===== src/rtl/cmdseq_pkg.sv =====
package cmdseq_pkg;
  typedef enum logic [1:0] {ST_IDLE, ST_ISSUE, ST_COLLECT} seq_state_t;

  localparam logic [2:0] SEL_IDX  = 3'd0;
  localparam logic [2:0] SEL_ARGH = 3'd1;
  localparam logic [2:0] SEL_ARGL = 3'd2;
  localparam logic [2:0] SEL_CFG  = 3'd3;
  localparam logic [2:0] SEL_CLK  = 3'd4;

  localparam int CFG_HOLD_BIT = 10;
  localparam int CFG_DATA_BIT = 2;
endpackage


===== src/rtl/cmdseq_regs.sv =====
module cmdseq_regs
  import cmdseq_pkg::*;
#(
  parameter int IDX_W = 6,
  parameter int ARG_W = 32,
  parameter int CFG_W = 14,
  parameter logic [CFG_W-1:0] CFG_MASK = 14'h3dff
) (
  input  logic                 clk,
  input  logic                 rst_n,
  input  logic                 reg_wr,
  input  logic [2:0]           reg_sel,
  input  logic [ARG_W/2-1:0]   reg_wdata,
  input  logic                 launch,
  output logic [IDX_W-1:0]     idx_q,
  output logic [ARG_W-1:0]     arg_q,
  output logic [CFG_W-1:0]     cfg_q,
  output logic                 clk_en_q,
  output logic                 pending_q,
  output logic                 cfg_wr,
  output logic                 clk_start,
  output logic                 clk_stop
);
  localparam int HALF_W = ARG_W / 2;

  assign cfg_wr    = reg_wr && (reg_sel == SEL_CFG);
  assign clk_start = reg_wr && (reg_sel == SEL_CLK) && reg_wdata[1];
  assign clk_stop  = reg_wr && (reg_sel == SEL_CLK) && reg_wdata[0];

  always_ff @(posedge clk) begin
    if (!rst_n) begin
      idx_q     <= '0;
      arg_q     <= '0;
      cfg_q     <= '0;
      clk_en_q  <= 1'b0;
      pending_q <= 1'b0;
    end else begin
      if (reg_wr && reg_sel == SEL_IDX)  idx_q <= reg_wdata[IDX_W-1:0];
      if (reg_wr && reg_sel == SEL_ARGH) arg_q[ARG_W-1:HALF_W] <= reg_wdata;
      if (reg_wr && reg_sel == SEL_ARGL) arg_q[HALF_W-1:0] <= reg_wdata;
      if (cfg_wr) cfg_q <= reg_wdata[CFG_W-1:0] & CFG_MASK;
      if (clk_stop)       clk_en_q <= 1'b0;
      else if (clk_start) clk_en_q <= 1'b1;
      if (launch)      pending_q <= 1'b0;
      else if (cfg_wr) pending_q <= 1'b1;
    end
  end
endmodule


===== src/rtl/cmdseq_ctrl.sv =====
module cmdseq_ctrl
  import cmdseq_pkg::*;
#(
  parameter int CNT_W     = 5,
  parameter int MAX_BYTES = 18
) (
  input  logic             clk,
  input  logic             rst_n,
  input  logic             cfg_wr,
  input  logic             new_hold,
  input  logic             clk_en_q,
  input  logic             clk_start,
  input  logic             clk_stop,
  input  logic             pending_q,
  input  logic             cfg_hold,
  input  logic [1:0]       rsp_type,
  input  logic             data_en,
  input  logic             cmd_ready,
  input  logic             byte_valid,
  input  logic             done,
  output logic             launch,
  output logic             busy,
  output logic             cmd_valid,
  output logic             byte_ready,
  output logic             byte_we,
  output logic [CNT_W-1:0] byte_idx,
  output logic             stat_timeout,
  output logic             stat_endres,
  output logic             end_cmd_irq,
  output logic             data_go
);
  seq_state_t       state;
  logic [CNT_W-1:0] cnt;
  logic [CNT_W-1:0] total;
  logic [CNT_W-1:0] need;
  logic             launch_wr, launch_clk, abort, room, fin, issued;

  function automatic logic [CNT_W-1:0] min_len(input logic [1:0] t);
    case (t)
      2'd0:    min_len = '0;
      2'd2:    min_len = CNT_W'(16);
      default: min_len = CNT_W'(4);
    endcase
  endfunction

  assign launch_wr  = cfg_wr && !new_hold && clk_en_q;
  assign launch_clk = clk_start && !clk_stop && pending_q && !cfg_hold &&
                      (state == ST_IDLE);
  assign launch     = launch_wr || launch_clk;
  assign abort      = cfg_wr || clk_stop;

  assign busy       = (state != ST_IDLE);
  assign cmd_valid  = (state == ST_ISSUE);
  assign byte_ready = (state == ST_COLLECT);
  assign room       = (cnt < CNT_W'(MAX_BYTES));
  assign byte_we    = byte_valid && byte_ready && room;
  assign byte_idx   = cnt;
  assign total      = cnt + (byte_we ? CNT_W'(1) : CNT_W'(0));
  assign need       = min_len(rsp_type);
  assign fin        = done && (state == ST_COLLECT) && !abort;
  assign issued     = cmd_ready && (state == ST_ISSUE) && !abort;

  always_ff @(posedge clk) begin
    if (!rst_n) begin
      state        <= ST_IDLE;
      cnt          <= '0;
      stat_timeout <= 1'b0;
      stat_endres  <= 1'b0;
      end_cmd_irq  <= 1'b0;
      data_go      <= 1'b0;
    end else begin
      data_go <= 1'b0;
      if (launch) begin
        state        <= ST_ISSUE;
        cnt          <= '0;
        stat_timeout <= 1'b0;
        stat_endres  <= 1'b0;
        end_cmd_irq  <= 1'b1;
      end else if (abort) begin
        state <= ST_IDLE;
        if (cfg_wr) end_cmd_irq <= 1'b0;
      end else begin
        if (issued) begin
          if (rsp_type == 2'd0) begin
            state       <= ST_IDLE;
            stat_endres <= 1'b1;
            data_go     <= data_en;
          end else begin
            state <= ST_COLLECT;
          end
        end
        if (byte_we) cnt <= cnt + CNT_W'(1);
        if (fin) begin
          state <= ST_IDLE;
          if (total < need) begin
            stat_timeout <= 1'b1;
          end else begin
            stat_endres <= 1'b1;
            data_go     <= data_en;
          end
        end
      end
    end
  end
endmodule


===== src/rtl/cmdseq_rspbuf.sv =====
module cmdseq_rspbuf #(
  parameter int ENTRIES = 9,
  parameter int ENTRY_W = 16,
  parameter int CNT_W   = 5
) (
  input  logic               clk,
  input  logic               rst_n,
  input  logic               clr,
  input  logic               we,
  input  logic [CNT_W-1:0]   widx,
  input  logic [ENTRY_W/2-1:0] wbyte,
  input  logic               rd,
  output logic [ENTRY_W-1:0] rdata
);
  localparam int PTR_W  = $clog2(ENTRIES + 1);
  localparam int SLOT_W = CNT_W - 1;
  localparam int BYTE_W = ENTRY_W / 2;

  logic [ENTRY_W-1:0] mem [ENTRIES];
  logic [PTR_W-1:0]   ptr;
  logic               more;

  for (genvar e = 0; e < ENTRIES; e++) begin : g_entry
    logic hit;
    assign hit = we && (widx[CNT_W-1:1] == SLOT_W'(e));
    always_ff @(posedge clk) begin
      if (!rst_n || clr) begin
        mem[e] <= '0;
      end else if (hit) begin
        if (!widx[0]) mem[e][ENTRY_W-1:BYTE_W] <= wbyte;
        else          mem[e][BYTE_W-1:0]       <= wbyte;
      end
    end
  end

  assign more  = (ptr < PTR_W'(ENTRIES));
  assign rdata = more ? mem[ptr] : '0;

  always_ff @(posedge clk) begin
    if (!rst_n || clr)  ptr <= '0;
    else if (rd && more) ptr <= ptr + PTR_W'(1);
  end
endmodule


===== src/rtl/cmdseq_top.sv =====
module cmdseq_top
  import cmdseq_pkg::*;
#(
  parameter int IDX_W   = 6,
  parameter int ARG_W   = 32,
  parameter int CFG_W   = 14,
  parameter int ENTRIES = 9,
  parameter int ENTRY_W = 16
) (
  input  logic                 clk,
  input  logic                 rst_n,
  input  logic                 reg_wr,
  input  logic [2:0]           reg_sel,
  input  logic [ARG_W/2-1:0]   reg_wdata,
  output logic [IDX_W+1:0]     idx_rd,
  output logic [ARG_W-1:0]     arg_rd,
  output logic [CFG_W-1:0]     cfg_rd,
  output logic                 clk_en,
  output logic                 busy,
  output logic                 stat_timeout,
  output logic                 stat_endres,
  output logic                 end_cmd_irq,
  output logic                 data_go,
  output logic                 cmd_valid,
  input  logic                 cmd_ready,
  output logic [IDX_W-1:0]     cmd_index,
  output logic [ARG_W-1:0]     cmd_arg,
  input  logic                 rsp_byte_valid,
  output logic                 rsp_byte_ready,
  input  logic [ENTRY_W/2-1:0] rsp_byte,
  input  logic                 rsp_done,
  input  logic                 rsp_rd,
  output logic [ENTRY_W-1:0]   rsp_rdata
);
  localparam int MAX_BYTES = 2 * ENTRIES;
  localparam int CNT_W     = $clog2(MAX_BYTES + 1);

  logic [IDX_W-1:0] idx_q;
  logic [CFG_W-1:0] cfg_q;
  logic             pending_q, cfg_wr, clk_start, clk_stop, launch, byte_we;
  logic [CNT_W-1:0] byte_idx;

  cmdseq_regs #(.IDX_W(IDX_W), .ARG_W(ARG_W), .CFG_W(CFG_W),
                .CFG_MASK(CFG_W'(14'h3dff))) u_regs (
    .clk(clk), .rst_n(rst_n), .reg_wr(reg_wr), .reg_sel(reg_sel),
    .reg_wdata(reg_wdata), .launch(launch), .idx_q(idx_q), .arg_q(arg_rd),
    .cfg_q(cfg_q), .clk_en_q(clk_en), .pending_q(pending_q), .cfg_wr(cfg_wr),
    .clk_start(clk_start), .clk_stop(clk_stop)
  );

  cmdseq_ctrl #(.CNT_W(CNT_W), .MAX_BYTES(MAX_BYTES)) u_ctrl (
    .clk(clk), .rst_n(rst_n), .cfg_wr(cfg_wr),
    .new_hold(reg_wdata[CFG_HOLD_BIT]), .clk_en_q(clk_en),
    .clk_start(clk_start), .clk_stop(clk_stop), .pending_q(pending_q),
    .cfg_hold(cfg_q[CFG_HOLD_BIT]), .rsp_type(cfg_q[1:0]),
    .data_en(cfg_q[CFG_DATA_BIT]), .cmd_ready(cmd_ready),
    .byte_valid(rsp_byte_valid), .done(rsp_done), .launch(launch),
    .busy(busy), .cmd_valid(cmd_valid), .byte_ready(rsp_byte_ready),
    .byte_we(byte_we), .byte_idx(byte_idx), .stat_timeout(stat_timeout),
    .stat_endres(stat_endres), .end_cmd_irq(end_cmd_irq), .data_go(data_go)
  );

  cmdseq_rspbuf #(.ENTRIES(ENTRIES), .ENTRY_W(ENTRY_W), .CNT_W(CNT_W)) u_buf (
    .clk(clk), .rst_n(rst_n), .clr(launch), .we(byte_we), .widx(byte_idx),
    .wbyte(rsp_byte), .rd(rsp_rd), .rdata(rsp_rdata)
  );

  assign idx_rd    = {1'b0, 1'b1, idx_q};
  assign cfg_rd    = cfg_q;
  assign cmd_index = idx_q;
  assign cmd_arg   = arg_rd;
endmodule


===== config.mk =====
export PLATFORM = sky130hd
export DESIGN_NAME = cmdseq_top
export DESIGN_NICKNAME = d
export VERILOG_FILES = /design/src/rtl/cmdseq_pkg.sv /design/src/rtl/cmdseq_regs.sv /design/src/rtl/cmdseq_ctrl.sv /design/src/rtl/cmdseq_rspbuf.sv /design/src/rtl/cmdseq_top.sv
export SDC_FILE = /design/constraint.sdc
export NUM_CORES = 1
export LEC_CHECK = 0
export CAP_MARGIN = 0
export CORE_ASPECT_RATIO = 1.75
export CORE_MARGIN = 2
export CORE_UTILIZATION = 35
export DETAILED_ROUTE_END_ITERATION = 6
export HOLD_SLACK_MARGIN = 0.03
export PLACE_DENSITY = 0.64
export SLEW_MARGIN = 20
export SYNTH_ARGS = -nofsm -noshare
export SYNTH_HDL_FRONTEND = slang
export SYNTH_HIERARCHICAL = 1
export SYNTH_SLANG_ARGS = --single-unit

===== constraint.sdc =====
create_clock -name clk -period 3.17 [get_ports clk]
set_input_delay 0.634 -clock clk [delete_from_list [all_inputs] [get_ports clk]]
set_output_delay 0.634 -clock clk [all_outputs]
set_load 0.05 [all_outputs]

Word level (Yosys, flattened, before mapping)
Memory sizes are Yosys's and may differ from the RTL's. A register that Yosys moved wholly into a read port is not among the register bits.
Index checks and enable logic that the tools add are counted.
{"block": "totals", "reg_bits": 68, "ram_bits": 144, "mem_count": 1}
{"memory": "u_buf.mem", "words": 9, "word_bits": 16, "rd": 1, "rd_clocked_by_memory_dff": 1, "write_ports": 9, "line": "cmdseq_rspbuf.sv:19", "text": "logic [ENTRY_W-1:0] mem [ENTRIES];"}
{"block": "op_classes", "addsub": 3, "n_lt_le_gt_ge": 3, "n_eq_ne": 15, "mux": 97, "n_bitwise": 20, "n_reduce_logical": 52}
{"operator": "8-bit two-way mux", "n": 18}
{"operator": "1-bit two-way mux", "n": 74}
{"operator": "1-bit logical AND", "n": 29}
{"operator": "1-bit OR", "n": 18}
{"operator": "4-bit by 3-bit == test with 1-bit output, second input constant", "n": 4}
{"operator": "16-bit two-way mux", "n": 1}
{"operator": "5-bit one-hot mux with 2 select lines", "n": 1}
{"operator": "4-bit by 2-bit == test with 1-bit output, second input constant", "n": 2}
{"operator": "4-bit two-way mux", "n": 2}
{"operator": "3-bit by 2-bit == test with 1-bit output, second input constant", "n": 2}
{"operator": "2-bit nonzero test", "n": 3}
{"operator": "5-bit by 1-bit adder with 5-bit output, second input constant", "n": 1}
{"operator": "5-bit adder", "n": 1}
{"operator": "1-bit zero test", "n": 5}
{"operator": "5-bit less-than comparator", "n": 1}
{"operator": "5-bit less-than comparator, second input constant", "n": 1}
{"operator": "4-bit by 1-bit adder with 4-bit output, second input constant", "n": 1}
{"operator": "2-bit == test, second input constant", "n": 2}
{"operator": "4-bit by 1-bit == test with 1-bit output, second input constant", "n": 1}
{"operator": "4-bit == test, second input constant", "n": 1}
{"operator": "2-bit zero test", "n": 2}
{"operator": "4-bit zero test", "n": 1}
{"operator": "4-bit less-than comparator, second input constant", "n": 1}
{"operator": "2-bit AND reduction", "n": 2}
{"operator": "12 further kinds", "n": 16}

Longest topological paths before layout
Gate-level depths: netlist of the first run.
{"block": "logic_depth", "ltp_word": 13, "depth_mapped": 11, "depth_no_buf": 10}

Modules after synthesis
The synthesis of the first run kept the hierarchy.
{"module": "cmdseq_rspbuf", "n_inst": 1, "cells_each": 568, "area_per_inst_um2": 6904.1, "seq_area_each_um2": 4484.3}
{"module": "cmdseq_regs", "n_inst": 1, "cells_each": 202, "area_per_inst_um2": 1861.8, "seq_area_each_um2": 1061.0}
{"module": "cmdseq_ctrl", "n_inst": 1, "cells_each": 76, "area_per_inst_um2": 669.4, "seq_area_each_um2": 220.2}
{"module": "cmdseq_top", "n_inst": 1, "cells_each": 42, "area_per_inst_um2": 307.8, "seq_area_each_um2": 0.0}

Worst setup path after synthesis of the first run
No wires, ideal clock.
{"block": "synth_timing", "kind": "input -> register", "from": "input reg_sel[1]", "to": "memory u_buf.mem[0][10], enable pin", "arrival_ps": 2325, "required_time_ps": 2812, "slack_ps": 488, "cell_stages": 9, "cell_sequence": "nor2_1 > nand4_1 > inv_1 > and4bb_1 > a21boi_1 > inv_1 > nor2b_1 > clkbuf_1 > o21ai_0"}
{"item": "start: declaration", "line": "cmdseq_top.sv:13", "text": "input logic [2:0] reg_sel,"}
{"item": "end: declaration", "line": "cmdseq_rspbuf.sv:19"}

==> results.sh, run 1 <==
export IMPL_outcome="completed"
export IMPL_r2r_start="u_ctrl/byte_idx[1]$_SDFFE_PP0P_"
export IMPL_synth_edf_count=144
export IMPL_syn_area_um2=9743
export IMPL_finalNetCount=1058
export IMPL_core_um2=27330
export IMPL_diodes=0
export IMPL_m1WireLength_um=9419
export IMPL_finalSetupViolCount=0
export IMPL_async_reset_ff_frac=0
export IMPL_cts_root_buf="clkbuf_16"
export IMPL_tritoncts="yes"
export IMPL_finalClockSkew_ps=18.95
export IMPL_grt_overflow_total=0
export IMPL_drt_iter0_drc=435
export IMPL_critPathRequiredTime_ps=2540
export IMPL_postRouteAntennaNets=0
export IMPL_yosys_register_bits=216
export IMPL_clk_latency_ps=510
export IMPL_ys_seq_area_frac=0.5918
export IMPL_crit_arrival_ps=2320
export IMPL_netlist_instances=888
export IMPL_clock_sinks=216
export IMPL_first_pass_iters=4
export IMPL_portBuffers=146
export IMPL_setup_tns_ps=0
export IMPL_max_freq_ghz=0.3382
export IMPL_maxSlewHeadroom=0.5340
export IMPL_max_vdd_ir_drop_v=0.0003445
export IMPL_slowest_delay_ps=360
export IMPL_areaGrowthSynthToFinish_pct=24.89
export IMPL_finalWirelength_um=26410
export IMPL_critical_path_cell_chain="buf_12 > buf_12 > mux2i_1 > o22ai_1 > nor4_1 > nor3_1 > buf_4"
export IMPL_yosys_warnings=6
export IMPL_final_max_slew_violation_count=0
export IMPL_pin_count=150
export IMPL_place_ws_ps=64.62
export IMPL_grt_pass1_vias=7120
export IMPL_clk_pin_slew_worst_paths_ps=60
export IMPL_drc=0
export IMPL_dr_total_vias=7050
export IMPL_final_util=0.4453
export IMPL_design_area_um2=12170
export IMPL_min_path_type="in -> reg"
export IMPL_globalplace_congestion=0.8344
export IMPL_start_util=0.3565
export IMPL_post_cts_setup_buffers=0
export IMPL_die_height_um=224.7
export IMPL_worst_slack_ps=213.4
export IMPL_startpoint_type="register"
export IMPL_track_usage=0.1802
export IMPL_grt_setup_unrepaired="false"
export IMPL_critical_path_class="reg -> out"
export IMPL_critPathMostFrequentCell="buf_12"
export IMPL_maxCapViolCount=0
export IMPL_period_minus_slack_ps=2957
export IMPL_fillCellCount=2582
export IMPL_vias_per_cell=5.021
export IMPL_die_w_um=130.1
export IMPL_drive_above_1_share=0.1440
export IMPL_yosysUniqueCellTypes=63
export IMPL_grt_pass1_wl_um=39870
export IMPL_worst_pin_slew_ps=699.1
export IMPL_hold_path_startpoint="rst_n"
export IMPL_finalHoldViolations=0
export IMPL_path_max_fanout=24
export IMPL_numCtsBuffers=22
export IMPL_crit_path_end_kind="primary output"
export IMPL_highest_layer="met4"
export IMPL_syn_nets=926
export IMPL_grt_start_max_net_pins=68
export IMPL_fin_crit_sh=0.9327
export IMPL_synth_flop_cell="edfxtp_1"
export IMPL_crit_slowest_cell="dfxtp_4"
export IMPL_p_per_area_nw_per_um2=518.1
export IMPL_grt_antenna_before_repair=0
export IMPL_syn_avg_cell_area_um2=10.97
export IMPL_clockBufferDepth=3
export IMPL_hold_worst_slack_ps=415.5
export IMPL_met3WireLength_um=1506
export IMPL_dieArea_um2=29240
export IMPL_place_hpwl_um=18520
export IMPL_p_leak_nw=4.346
export IMPL_wl_met2_um=14440
export IMPL_wl_per_cell_um=18.81
export IMPL_htree_levels=1
export IMPL_rows=80
export IMPL_postPlaceCellArea_um2=11480
## cells by family (layout without fill, tap and decap cells)
group / after synthesis / in the layout / share of synthesized area
XOR/XNOR: 4 / 4 / 0.003596
AO/OA/AOI/OAI: 108 / 108 / 0.06626
AND/OR/NAND/NOR: 383 / 383 / 0.1974
other: 3 / 3 / 0.001156
multiplexers: 66 / 66 / 0.06780
buffers and inverters: 104 / 251 / 0.06691
adder cells (fa/ha/maj): 4 / 4 / 0.005137
flip-flops: 216 / 216 / 0.5918
## path summary, 6_finish.rpt
path / depth (start not counted) / slack (ps) / endpoint
hold / removal: 2 / 420 / u_regs/clk_en_q$_SDFFE_PP0P_
setup / recovery: 7 / 210 / rsp_rdata[4]
hold reg to reg: 2 / 470 / u_regs/cfg_q[11]$_SDFFE_PN0P_
setup reg to reg: 7 / 740 / u_buf/mem[2][6]$_SDFFCE_PN0P_
## through the flow
step                total power (W)  std cells
CTS                        0.006373       1404
global route               0.006511       1404
global placement           0.003909       1365
finish                     0.006304       1404
floorplan                  0.003650        888
detailed placement         0.003916       1365
## Yosys cell counts (3+ instances only)
master    instances  share of area
edfxtp_1        144           0.44
xnor2_1           3         0.0027
buf_6             6         0.0069
nand2_1          29          0.011
nor3_1           18         0.0092
nor2b_1          18          0.012
nand4_1           3         0.0019
nor2_4            3         0.0035
nor4_1           16          0.010
nand2b_1          6         0.0039
and3_1            4         0.0026
a21oi_1           6         0.0031
clkbuf_1         16         0.0062
o21ai_2           6         0.0054
dfxtp_1          72           0.15
inv_1            12         0.0046
buf_2            18         0.0092
buf_4            45          0.035
mux2i_1          66          0.068
ha_1              4         0.0051
nand3_2           7         0.0072
nor2_1          192          0.074
o21ai_0          63          0.032
nand2_2          11         0.0071
or2_1             3         0.0019
conb_1            3         0.0012
o22ai_1          16          0.010
nand3_1          53          0.027
## final cells by class
type,instances,area [µm²],area share
flip-flops and latches,216,5769,0.4741
multi-input cells,568,3329,0.2736
repair buffers,199,1877,0.1542
clock buffers,29,621.8,0.05111
well taps,369,461.7,0.03794
clock inverters,10,60.06,0.004936
inverters,13,48.80,0.004010
## power breakdown
| part | switching (W) | total, W | internal, W |
|---|---|---|---|
| clock network | 0.00106 | 0.00245 | 0.00139 |
| registers | 0.0000317 | 0.00310 | 0.00307 |
| logic | 0.000489 | 0.000756 | 0.000267 |
## routing by layer
metal	global-route usage	up-vias
li1	-	3352
met1	0.1907	3409
met2	0.3385	233
met3	0.02950	56
met4	0.08637	0
met5	0	-
## repair_timing
item	CTS	global route
setup endpoints to repair	0	2
gates resized for setup	0	2
hold buffers	0	0
## layout by cell type (no fill, tap or decap), drive strengths merged, types with 3 or more instances in the layout
| cell type | netlist | layout |
|---|---|---|
| nor4 | 16 | 16 |
| ha | 4 | 4 |
| a21oi | 6 | 6 |
| xnor2 | 3 | 3 |
| nor3 | 18 | 18 |
| nand4b | 3 | 3 |
| nor4b | 3 | 3 |
| nor2b | 18 | 18 |
| conb | 3 | 3 |
| mux2i | 66 | 66 |
| and3 | 4 | 4 |
| nand2 | 40 | 40 |
| nand3 | 61 | 61 |
| buf | 73 | 70 |
| dfxtp | 72 | 72 |
| nor3b | 3 | 3 |
| clkinv | 1 | 7 |
| o21ai | 69 | 69 |
| nand2b | 7 | 7 |
| o22ai | 16 | 16 |
| clkbuf | 18 | 29 |
| or2 | 3 | 3 |
| nand4 | 3 | 3 |
| edfxtp | 144 | 144 |
| clkdlybuf4s50 | 0 | 129 |
| inv | 12 | 14 |
| a21boi | 6 | 6 |
| nor2 | 195 | 195 |
## sequential cells by signal, summed over array words and instances, names as in the netlist, named ones only
name	count
u_ctrl/state	2
u_ctrl/data_go	1
u_ctrl/end_cmd_irq	1
u_buf/mem	144
u_regs/pending_q	1
u_regs/cfg_q	13
u_regs/clk_en_q	1
u_regs/idx_q	6
u_regs/arg_q	32
u_ctrl/stat_timeout	1
u_ctrl/byte_idx	5
u_buf/ptr	4
u_ctrl/stat_endres	1
## worst max-delay path: cells and delay by family (launching register included)
| kind | cells | cell delay [ps] |
|---|---|---|
| compound gates | 1 | 130 |
| buf+inv | 3 | 640 |
| flops | 1 | 360 |
| mux | 1 | 210 |
| simple gates | 2 | 440 |
(Power assumes the default switching activity.)
==> run 2, diff against run 1 <==
Settings changed: CORE_ASPECT_RATIO 1.75 to 1.1.
==> run 2 against run 1 <==
  * Power increased by 1.7%
  * Count of clock-buffer cells in the layout increased by 2
  * Routed wire length decreased by 3.1%
  * Sequential share of layout area decreased by 0.30 points
  * Via count about the same
  * Register-to-register slack got worse by 70 ps
  * Combinational power increased by 2%
  * Largest power group unchanged
  * Cell count about the same
  * Clock power increased by 4%
==> results.sh, run 2 (same netlist as run 1, synthesis figures left out) <==
export IMPL_crit_arrival_ps=2400
export IMPL_rows=64
export IMPL_pwr_share_clk=0.396
export IMPL_areaGrowthSynthToFinish_pct=25.68
export IMPL_finalNetCount=1064
export IMPL_final_util=0.4433
export IMPL_place_ws_ps=-5.117
export IMPL_cts_hold_buf=0
export IMPL_outcome="completed"
export IMPL_die_w_um=163.1
export IMPL_track_usage=0.1721
export IMPL_layout_common_cells="nor2_1, edfxtp_1, clkdlybuf4s50_1"
export IMPL_maxSlewHeadroom=0.4687
export IMPL_cts_root_buf="clkbuf_16"
export IMPL_fin_crit_sh=0.9556
export IMPL_postRouteAntennaNets=0
export IMPL_min_path_type="reg -> reg"
export IMPL_grt_pass1_vias=6744
export IMPL_portBuffers=146
export IMPL_reg_top3="u_buf/mem: 144 flops, u_regs/arg_q: 32 flops, u_regs/cfg_q: 13 flops"
export IMPL_finalWirelength_um=25610
export IMPL_worst_path_buf_inv=2
export IMPL_wl_per_cell_um=18.22
export IMPL_setup_tns_ps=0
export IMPL_startpoint_type="register"
export IMPL_worst_slack_ps=140.6
export IMPL_grt_pass1_wl_um=38520
export IMPL_globalplace_congestion=0.8349
export IMPL_htree_levels=1
export IMPL_dieArea_um2=29190
export IMPL_dr_total_vias=7045
export IMPL_worst_pin_slew_ps=797.0
export IMPL_pin_count=150
export IMPL_ff_latch_area_um2=5769
export IMPL_finalHoldViolations=0
export IMPL_crit_family="simple AND/OR/NAND/NOR gates"
export IMPL_switching_share=0.2483
export IMPL_critical_path_class="reg -> out"
export IMPL_p_leak_nw=4.394
export IMPL_drc=0
export IMPL_numCtsBuffers=23
export IMPL_vias_per_cell=5.014
export IMPL_finalClockSkew_ps=23.24
export IMPL_max_freq_ghz=0.3301
export IMPL_clk_latency_ps=520
export IMPL_maxCapViolCount=0
export IMPL_die_height_um=179.0
export IMPL_p_per_area_nw_per_um2=523.5
export IMPL_max_vdd_ir_drop_v=0.0003189
export IMPL_grt_overflow_total=0
export IMPL_p_int_w=0.004819
export IMPL_path_max_fanout=16
export IMPL_clk_pin_slew_worst_paths_ps=60
export IMPL_largest_register_ffs=144
export IMPL_fillCellCount=2594
export IMPL_final_max_slew_violation_count=0
export IMPL_place_hpwl_um=16970
export IMPL_diodes=0
export IMPL_grt_antenna_before_repair=0
export IMPL_crit_slowest_cell="or2_1"
export IMPL_grt_start_max_net_pins=36
export IMPL_p_sw_w=0.001592
export IMPL_critPathRequiredTime_ps=2540
export IMPL_clock_sinks=216
export IMPL_core_um2=27630
export IMPL_finalSetupViolCount=0
export IMPL_grt_setup_unrepaired="false"
export IMPL_start_util=0.3527
export IMPL_seqPwrFrac=0.484
export IMPL_first_pass_iters=4
export IMPL_slowest_delay_ps=650
export IMPL_clockBufferDepth=3
export IMPL_drive_above_1_share=0.1459
export IMPL_final_common_cell="nor2_1"
export IMPL_p_comb_frac=0.121
export IMPL_drt_iter0_drc=556
export IMPL_multi_input_area_um2=3331
export IMPL_tritoncts="yes"
export IMPL_largest_register="u_buf/mem"
export IMPL_critical_path_cell_chain="or2_1 > nor2_1 > nor4_1 > nor3_1 > buf_4 > buf_12"
export IMPL_period_minus_slack_ps=3029
export IMPL_crit_path_end_kind="primary output"
==> run 2: layer usage <==
layer	track usage	vias to the layer above	routed length, µm
met5	0	-	0
met4	0.03577	0	365
met3	0.03007	27	1714
met2	0.2910	233	12300
met1	0.2326	3425	11220
li1	-	3360	-
==> run 2: cell type report <==
type,count,area share
timing repair buffer,204,0.1584
sequential,216,0.4711
multi-input combinational,568,0.2720
tap,363,0.03709
inverter,13,0.003985
clock inverter,10,0.006233
clock buffer,31,0.05119
==> run 2: metrics by stage <==
step,total power (W),instance area [µm²],hold WS [ps],cells
after floorplan,0.003650,9743,470.2,888
after global placement,0.003912,11490,455.5,1359
after detailed placement,0.003919,11490,466.6,1359
after CTS,0.006468,12240,478.6,1405
after global routing,0.006620,12250,503.4,1405
final,0.006410,12250,472.1,1405
==> run 2: path summary, 6_finish.rpt <==
check	cells past startpoint	endpoint	slack, ps	startpoint
setup / recovery	6	rsp_rdata[3]	140	register
hold / removal	2	u_regs/cfg_q[12]$_SDFFE_PN0P_	470	u_regs/cfg_q[12]$_SDFFE_PN0P_
setup reg to reg	7	u_buf/mem[6][4]$_SDFFCE_PN0P_	670	u_ctrl/byte_idx[1]$_SDFFE_PP0P_
hold reg to reg	2	u_regs/cfg_q[12]$_SDFFE_PN0P_	470	u_regs/cfg_q[12]$_SDFFE_PN0P_
==> run 2: repair_timing <==
action | 4_1_cts | 5_1_grt
pin swaps | 0 | 0
gates resized for setup | 0 | 2
setup endpoints to repair | 1 | 2
setup buffers | 5 | 0
==> run 2: power by group through the flow <==
stage	clock, W	combinational, W	sequential, W
after floorplan	0	0.000450	0.00320
after global placement	0	0.000744	0.00317
after detailed placement	0	0.000747	0.00317
after CTS	0.00259	0.000776	0.00310
after global routing	0.00270	0.000817	0.00311
final	0.00254	0.000773	0.00310
==> run 2: tightest hold or removal path: stages (launching register included) <==
cell and delay, ps:
dfxtp_1 310, nand3_1 50, o21ai_0 60
==> run 3, diff against run 2 <==
Settings changed: SLEW_MARGIN 20 to 40.
==> results of run 3 <==
No change in the layout: final DEF, timing and power equal those of run 2.
